## config.mk

```make
export PLATFORM = sky130hd
export DESIGN_NAME = tsd_phase_seq
export DESIGN_NICKNAME = d
export VERILOG_FILES = /design/src/rtl/tsd_seq_pkg.sv /design/src/rtl/tsd_seq_ctrl.sv /design/src/rtl/tsd_seq_dp.sv /design/src/rtl/tsd_phase_seq.sv
export SDC_FILE = /design/constraint.sdc
export NUM_CORES = 1
export LEC_CHECK = 0
export ABC_AREA = 1
export BUFFER_PORTS_ARGS = -buffer_cell sky130_fd_sc_hd__buf_4
export CORE_UTILIZATION = 30
export CTS_CLUSTER_SIZE = 8
export DETAILED_ROUTE_END_ITERATION = 10
export PLACE_DENSITY_LB_ADDON = 0.12
export SYNTH_ARGS = -nofsm -noshare
export SYNTH_HDL_FRONTEND = slang
export SYNTH_HIERARCHICAL = 1
export SYNTH_SLANG_ARGS = --single-unit
```

## constraint.sdc

```tcl
create_clock -name clk -period 1.6 [get_ports clk]
set_input_delay 0.24 -clock clk [delete_from_list [all_inputs] [get_ports clk]]
set_output_delay 0.24 -clock clk [all_outputs]
set_load 0.02 [all_outputs]
```

## src/rtl/tsd_seq_pkg.sv

```systemverilog
package tsd_seq_pkg;

  typedef enum logic [1:0] {
    PH_TRACK    = 2'd0,
    PH_FLIP     = 2'd1,
    PH_FEEDBACK = 2'd2,
    PH_PAD      = 2'd3
  } phase_e;

  // strobes from the control FSM to the bias/bit datapath
  typedef struct packed {
    phase_e phase;
    logic   sampleNow;
  } seqStrobes_t;

endpackage

```

## src/rtl/tsd_seq_ctrl.sv

```systemverilog
module tsd_seq_ctrl
  import tsd_seq_pkg::*;
#(
  parameter int CNT_W = 12
) (
  input  logic             clk,
  input  logic             rstN,
  input  logic [CNT_W-1:0] trackLen,
  input  logic [CNT_W-1:0] flipLen,
  input  logic [CNT_W-1:0] fbLen,
  input  logic [CNT_W-1:0] padLen,
  input  logic [CNT_W-1:0] periodLen,
  output seqStrobes_t      strobes,
  output logic             cfgError
);

  localparam int SUM_W = CNT_W + 2;

  phase_e           phase, nxtPhase;
  logic [CNT_W-1:0] remain, nxtRemain;
  logic [CNT_W-1:0] shFlip, shFb, shPad;
  logic             lastCycle;
  logic             startPeriod;
  logic [SUM_W-1:0] sumLen;
  logic             cfgBad;

  function automatic logic [CNT_W-1:0] atLeastOne(input logic [CNT_W-1:0] v);
    return (v == '0) ? CNT_W'(1) : v;
  endfunction

  assign lastCycle = (remain == CNT_W'(1));

  // consistency of the set captured at the period boundary
  assign sumLen = SUM_W'(trackLen) + SUM_W'(flipLen) + SUM_W'(fbLen) + SUM_W'(padLen);
  assign cfgBad = (sumLen != SUM_W'(periodLen)) || (trackLen == '0) || (flipLen == '0);

  always_comb begin
    nxtPhase    = phase;
    nxtRemain   = remain - CNT_W'(1);
    startPeriod = 1'b0;
    if (lastCycle) begin
      unique case (phase)
        PH_TRACK: begin
          nxtPhase  = PH_FLIP;
          nxtRemain = atLeastOne(shFlip);
        end
        PH_FLIP: begin
          if (shFb != '0) begin
            nxtPhase  = PH_FEEDBACK;
            nxtRemain = shFb;
          end else if (shPad != '0) begin
            nxtPhase  = PH_PAD;
            nxtRemain = shPad;
          end else begin
            startPeriod = 1'b1;
          end
        end
        PH_FEEDBACK: begin
          if (shPad != '0) begin
            nxtPhase  = PH_PAD;
            nxtRemain = shPad;
          end else begin
            startPeriod = 1'b1;
          end
        end
        default: startPeriod = 1'b1;
      endcase
    end
    if (startPeriod) begin
      nxtPhase  = PH_TRACK;
      nxtRemain = atLeastOne(trackLen);
    end
  end

  always_ff @(posedge clk or negedge rstN) begin
    if (!rstN) begin
      phase    <= PH_PAD;
      remain   <= CNT_W'(1);
      shFlip   <= '0;
      shFb     <= '0;
      shPad    <= '0;
      cfgError <= 1'b0;
    end else begin
      phase  <= nxtPhase;
      remain <= nxtRemain;
      if (startPeriod) begin
        shFlip   <= flipLen;
        shFb     <= fbLen;
        shPad    <= padLen;
        cfgError <= cfgBad;
      end
    end
  end

  assign strobes.phase     = phase;
  assign strobes.sampleNow = (phase == PH_FLIP) && lastCycle;

endmodule

```

## src/rtl/tsd_seq_dp.sv

```systemverilog
module tsd_seq_dp
  import tsd_seq_pkg::*;
(
  input  logic        clk,
  input  logic        rstN,
  input  seqStrobes_t strobes,
  input  logic        cmpDecision,
  output logic        biasCom,
  output logic        biasF1,
  output logic        biasF2,
  output logic        thTrack,
  output logic        cmpStrobe,
  output logic        bitOut,
  output logic        bitClk
);

  // bitOut doubles as the stored decision steering the feedback step
  always_ff @(posedge clk or negedge rstN) begin
    if (!rstN) begin
      bitOut <= 1'b0;
      bitClk <= 1'b0;
    end else begin
      bitClk <= strobes.sampleNow;
      if (strobes.sampleNow) bitOut <= cmpDecision;
    end
  end

  always_comb begin
    biasCom = 1'b0;
    biasF1  = 1'b1;
    biasF2  = 1'b1;
    thTrack = 1'b1;
    unique case (strobes.phase)
      PH_TRACK: begin
        biasCom = 1'b1;
        biasF1  = 1'b0;
        biasF2  = 1'b0;
      end
      PH_FLIP: thTrack = 1'b0;
      PH_FEEDBACK: begin
        biasF1 = ~bitOut;
        biasF2 = bitOut;
      end
      default: ;
    endcase
  end

  assign cmpStrobe = strobes.sampleNow;

endmodule

```

## src/rtl/tsd_phase_seq.sv

```systemverilog
module tsd_phase_seq
  import tsd_seq_pkg::*;
#(
  parameter int CNT_W = 12
) (
  input  logic             clk,
  input  logic             rstN,
  input  logic [CNT_W-1:0] trackLen,
  input  logic [CNT_W-1:0] flipLen,
  input  logic [CNT_W-1:0] fbLen,
  input  logic [CNT_W-1:0] padLen,
  input  logic [CNT_W-1:0] periodLen,
  input  logic             cmpDecision,
  output logic             biasCom,
  output logic             biasF1,
  output logic             biasF2,
  output logic             thTrack,
  output logic             cmpStrobe,
  output logic             bitOut,
  output logic             bitClk,
  output logic             cfgError
);

  seqStrobes_t strobes;

  tsd_seq_ctrl #(.CNT_W(CNT_W)) u_ctrl (
    .clk      (clk),
    .rstN     (rstN),
    .trackLen (trackLen),
    .flipLen  (flipLen),
    .fbLen    (fbLen),
    .padLen   (padLen),
    .periodLen(periodLen),
    .strobes  (strobes),
    .cfgError (cfgError)
  );

  tsd_seq_dp u_dp (
    .clk        (clk),
    .rstN       (rstN),
    .strobes    (strobes),
    .cmpDecision(cmpDecision),
    .biasCom    (biasCom),
    .biasF1     (biasF1),
    .biasF2     (biasF2),
    .thTrack    (thTrack),
    .cmpStrobe  (cmpStrobe),
    .bitOut     (bitOut),
    .bitClk     (bitClk)
  );

endmodule

```

==> results_dict.tcl, run 1 <==
set metrics [dict create \
    slew_viol_final 0 \
    clock-sinks 53 \
    tightestPinTransition_ps 349.4 \
    drive_above_1_share_pct 41.98 \
    dp_hpwl_mm 12.48 \
    die_w_um 124.9 \
    antennaDiodeCount 0 \
    hold_ws_ps 141.7 \
    post-route-util_pct 50.24 \
    port_buffers 70 \
    leakagePower_nw 3.692 \
    clock_latency_ps 300 \
    power_frac_seq_pct 26.2 \
    yosysUniqueCellTypes 43 \
    yosys_most_used_dff "dfrtp_1" \
    setup_ws_ps -1133 \
    synthesis.nets 744 \
    drt_pass1_iterations 8 \
    setup_violations 54 \
    slew_headroom_pct 76.53 \
    power_frac_clock_pct 24.4 \
    gp_congestion 0.9454 \
    dieArea_um2 15610 \
    track_usage_pct 20.95 \
    syn_area_per_cell_um2 7.116 \
    preCtsSetupSlack_ps -1501 \
    htree_levels 2 \
    syn_area_um2 4533 \
    layout.nets 966 \
    layout_common_cells "buf_4 (194), nand2_1 (180), inv_1 (81), nor2_1 (64), dfrtp_1 (50)" \
    timing.final.crit_period_ps 2733 \
    min_path_cells 3 \
    grt_max_degree 54 \
    synth_edf_count 0 \
    synthArstFlopShare_pct 100.0 \
    power_frac_comb_pct 49.4 \
    finalClockSkew_ps 11.45 \
    cts.clk_slew.worst_paths_ps 80 \
    critPathCaptureType "flop" \
    yosys_warnings 6 \
    area_delta_synth_final_pct 62.30 \
    min_path_type "input pin to flop" \
    rr_worst_depth 13 \
    hold_violations 0 \
    clk_path_buf_depth 2 \
    cts_buffers 5 \
    wl_per_cell_um 14.93 \
    p_switching_w 0.002151 \
    crit_fanout 2 \
    drt_iter0_markers 211 \
    rows 44 \
    failed_checks "design-rule violations, negative setup slack" \
    ys_seq_area_share_pct 29.34 \
    placed_area_um2 6377 \
    dieHeight_um 124.9 \
    grt_pass1_wl_mm 25.45 \
    num_vias 4720 \
    power_density_nw_per_um2 791.2 \
    ir_drop_v 0.0003760 \
    grt_pass1_vias 4941 \
    start_util_pct 30.96 \
    required_ps 1810 \
    worstSetupPathType "input pin to flop" \
    via_per_inst 4.521 \
    cts_root_buffer "clkbuf_16" \
    final_antenna_net_count 0 \
    coreArea_um2 14640 \
    switching_share_pct 36.96 \
    crit_arrival_ps 2940 \
    fmax_mhz 366.0 \
    wl_mm 15.58 \
    cap_violations 0 \
    status "complete, but fails checks" \
    drc_errors 6 \
    synth-seq-cells 53 \
    crit_path_start_kind "input pin" \
    antenna_found_initial 0 \
    grt_overflow_total 0 \
    cts_tree "yes" \
    design_area_um2 7357 \
    layout_commonest_cell "buf_4" \
    top_level_ports 71 \
    fin_tns_setup_ps -15190 \
    rsz0062_at_grt "true" \
    syn_inst 637 \
    intPower_w 0.003669 \
    fin_crit_sh_pct 170.8 \
]
==> synthesized netlist by cell type (all sizes together) (6+ instances only) <==
cell type    n  area (um^2)
fa          24        480.5
buf          9        72.57
ha          20        250.2
xor2         6        52.55
nor2        85        376.6
nand3       30        155.1
xnor2        7        61.31
nand4        9        62.56
o21ai       24        123.9
inv         91        344.1
a21oi       20        100.1
nand2      234        933.4
dfrtp       50         1251
==> power by group through the flow <==
stage / logic (W) / registers (W) / clock network, W
final: 0.00288 / 0.00152 / 0.00142
after global routing: 0.00324 / 0.00153 / 0.00150
after CTS: 0.00282 / 0.00152 / 0.00145
after detailed placement: 0.00269 / 0.00154 / 0
after global placement: 0.00266 / 0.00154 / 0
after floorplan: 0.00159 / 0.00155 / 0
==> worst max-delay path, stage by stage <==
cell and delay, ps:
buf_8 100, fa_1 530, inv_1 60, fa_1 490, inv_2 50, ha_4 160, fa_2 530, inv_1 40
nand2_1 40, nand2_1 50, nor2_1 80, nand4_1 90, nor2_1 100, nand3_1 80, nor2_2 110, nand4_1 90
nand2_1 70, inv_1 30
==> cell families after synthesis <==
group / Yosys count / share of synthesized area (%)
flip-flops: 53 / 29.34
XOR/XNOR: 13 / 2.512
adder cells (fa/ha/maj): 44 / 16.12
AND/OR/NAND/NOR: 367 / 35.50
buffers and inverters: 103 / 9.495
AO/OA/AOI/OAI: 57 / 7.039
==> area by class of cell <==
class | count | area, um^2
fill | 1434 | 7287
multi-input combinational | 482 | 3298
timing repair buffer | 224 | 1924
sequential | 53 | 1330
inverter | 93 | 384.1
tap | 184 | 230.2
clock buffer | 5 | 125.1
clock inverter | 3 | 65.06
==> stage by stage <==
stage,std cells,total power (W)
floorplan,637,0.003139
global placement,1018,0.004206
detailed placement,1018,0.004234
CTS,1043,0.005795
global route,1044,0.006270
finish,1044,0.005821
==> flip-flops by register name (all words and copies together) (netlist names) <==
register and cells:
u_ctrl/shPad 12, u_dp/bitClk 1, u_ctrl/cfgError 1, u_ctrl/shFlip 12
u_ctrl/phase 2, u_ctrl/shFb 12, u_dp/bitOut 1, u_ctrl/remain 12
==> what timing repair did <==
| item | in CTS | in global routing |
|---|---|---|
| hold buffers | 1 | 0 |
| gates resized for setup | 83 | 65 |
| buffers inserted | 10 | 6 |
| gates cloned | 6 | 1 |
| endpoints found under the hold margin | 50 | 0 |
| pin swaps | 26 | 18 |
| endpoints found under the setup margin | 54 | 54 |
==> path summary, 6_finish.rpt <==
kind | startpoint | end | slack (ps)
hold / removal | cmpDecision | u_dp/bitOut$_DFFE_PN0P_ | 140
setup / recovery | trackLen[1] | u_ctrl/cfgError$_DFFE_PN0P_ | -1130
min in group asynchronous | rstN | u_ctrl/shFb[5]$_DFFE_PN0P_ | 470
max in group asynchronous | rstN | u_ctrl/remain[0]$_DFF_PN1_ | 830
setup reg to reg | u_ctrl/remain[0]$_DFF_PN1_ | u_ctrl/remain[2]$_DFF_PN0_ | -400
hold reg to reg | u_ctrl/shFlip[10]$_DFFE_PN0P_ | u_ctrl/shFlip[10]$_DFFE_PN0P_ | 520
==> per-layer routing <==
layer / track usage [%] / part of all wire [%]
met1: 25.73 / 43
met4: 4.806 / 1.4
met2: 39.42 / 52
met5: 0 / 0
met3: 1.890 / 2.9
(Power assumes the default switching activity.)
==> inputs of run 2 (changes only) <==
--- a/config.mk
+++ b/config.mk
@@ -11,6 +11,7 @@
 export CTS_CLUSTER_SIZE = 8
 export DETAILED_ROUTE_END_ITERATION = 10
 export PLACE_DENSITY_LB_ADDON = 0.12
+export RECOVER_POWER = 25
 export SYNTH_ARGS = -nofsm -noshare
 export SYNTH_HDL_FRONTEND = slang
 export SYNTH_HIERARCHICAL = 1
==> results_dict.tcl, run 2 (synthesized netlist as in run 1, its figures left out) <==
set metrics [dict create \
    cts_buffers 5 \
    dieArea_um2 15610 \
    crit_family "adder cells" \
    clk_path_buf_depth 2 \
    cp_slowest_cell "fa_1" \
    regArea_um2 1330 \
    crit_fanout 2 \
    setup_ws_ps -1149 \
    drc_errors 6 \
    hold_violations 0 \
    design_area_um2 7345 \
    finalClockSkew_ps 11.22 \
    coreArea_um2 14640 \
    min_path_type "input pin to flop" \
    slew_viol_final 0 \
    status "complete, but fails checks" \
    timing.final.crit_period_ps 2749 \
    antenna_found_initial 0 \
    reg2reg_from "u_ctrl/remain[0]$_DFF_PN1_" \
    n_fill_cell 1436 \
    wl_per_cell_um 14.92 \
    fmax_mhz 363.7 \
    layout_common_cells "buf_4 (193), nand2_1 (180), inv_1 (81), nor2_1 (64), dfrtp_1 (50)" \
    rr_worst_depth 13 \
    grt_pass1_wl_mm 25.45 \
    cts.clk_slew.worst_paths_ps 80 \
    wl_mm 15.58 \
    rows 44 \
    setup_violations 54 \
    grt_overflow_total 0 \
    failed_checks "design-rule violations, negative setup slack" \
    critPathCaptureType "flop" \
    rsz0062_at_grt "true" \
    dp_hpwl_mm 12.48 \
    gp_congestion 0.9454 \
    leakagePower_nw 3.687 \
    worstPathCellList "buf_8 > fa_1 > inv_1 > fa_1 > inv_2 > ha_4 > fa_2 > inv_1 > nand2_1 > nand2_1 > nor2_1 > nand4_1 > nor2_1 > nand3_1 > nor2_2 > nand4_1 > nand2_1 > inv_1" \
    layout_commonest_cell "buf_4" \
    cap_violations 0 \
    die_w_um 124.9 \
    antennaDiodeCount 0 \
    top_level_ports 71 \
    grt_pass1_vias 4941 \
    post-route-util_pct 50.15 \
    min_path_cells 3 \
    dieHeight_um 124.9 \
    drive_above_1_share_pct 41.98 \
    area_delta_synth_final_pct 62.02 \
    port_buffers 70 \
    clock-sinks 53 \
    worstSetupPathType "input pin to flop" \
    r2r_slack_ps -390 \
    layout.nets 966 \
    path_buf_inv 5 \
    cts_root_buffer "clkbuf_16" \
    hold_ws_ps 143.1 \
    crit_path_start_kind "input pin" \
    drt_pass1_iterations 7 \
    cp_slowest_stage_delay_ps 530 \
    cts_tree "yes" \
    required_ps 1810 \
    via_per_inst 4.532 \
    placed_area_um2 6377 \
    start_util_pct 30.96 \
    clock_latency_ps 300 \
    ir_drop_v 0.0003762 \
    tightestPinTransition_ps 782.2 \
    num_vias 4731 \
    track_usage_pct 20.95 \
    holdCritStartpoint "cmpDecision" \
    crit_arrival_ps 2960 \
    preCtsSetupSlack_ps -1501 \
    slew_headroom_pct 47.85 \
    grt_max_degree 54 \
    fin_crit_sh_pct 171.8 \
    htree_levels 2 \
    drt_iter0_markers 233 \
    multi_input_area_um2 3298 \
    hold_end "u_dp/bitOut$_DFFE_PN0P_" \
    power_density_nw_per_um2 791.6 \
    final_antenna_net_count 0 \
    r2r-end "u_ctrl/remain[2]$_DFF_PN0_" \
]
==> run 2: cell count changes in the layout (fill, tap and decap cells not counted), sizes merged <==
| cell | change |
|---|---|
| buf | -2 |
| clkbuf | +2 |
==> run 2: worst max-delay path by stage <==
stage	start	to	cells past startpoint
2_1_floorplan	trackLen[1]	u_ctrl/cfgError$_DFFE_PN0P_	17
3_3_place_gp	trackLen[1]	u_ctrl/cfgError$_DFFE_PN0P_	18
3_5_place_dp	trackLen[1]	u_ctrl/cfgError$_DFFE_PN0P_	18
4_1_cts	trackLen[1]	u_ctrl/cfgError$_DFFE_PN0P_	18
5_1_grt	trackLen[1]	u_ctrl/cfgError$_DFFE_PN0P_	18
6_report	trackLen[1]	u_ctrl/cfgError$_DFFE_PN0P_	18
==> run 2: layer usage <==
metal  part of all wire (%)  wire [um]  track usage [%]
met2                     53       8237            39.42
met3                    2.3        360            1.890
met1                     43       6766            25.73
met4                    1.3        210            4.806
met5                      0          0                0
==> run 2: metrics by stage <==
step / TNS, ps / total power (W) / cells
2_1_floorplan: -4314 / 0.003139 / 637
3_3_place_gp: -12500 / 0.004206 / 1018
3_5_place_dp: -12480 / 0.004234 / 1018
4_1_cts: -13370 / 0.005795 / 1043
5_1_grt: -20160 / 0.006265 / 1044
6_report: -15090 / 0.005814 / 1044
==> run 2: report_power, final <==
part / internal, W / switching, W
Sequential: 0.00145 / 0.0000715
Clock: 0.000895 / 0.000526
Combinational: 0.00132 / 0.00155
Total: 0.00367 / 0.00215
==> run 2: worst reg2reg max path: cells and delay by family, from the launching register on <==
| family | cells | cell delay, ps |
|---|---|---|
| fa+ha+maj | 1 | 150 |
| compound gates | 1 | 60 |
| buf+inv | 4 | 320 |
| simple gates | 7 | 820 |
| flops | 1 | 550 |
==> run 2: area by class of cell <==
cell class	instances	share of cell area, %
clock buffers	5	1.704
repair buffers	224	26.03
multi-input cells	482	44.91
clock inverters	3	0.8859
flip-flops and latches	53	18.11
well taps	184	3.135
inverters	93	5.230
==> run 2: timing repair <==
item	4_1_cts	5_1_grt
pin swaps	26	18
gates cloned	6	1
endpoints found under the hold margin	50	0
hold buffers	1	0
setup buffers	10	6
gates resized for setup	83	65
endpoints found under the setup margin	54	54
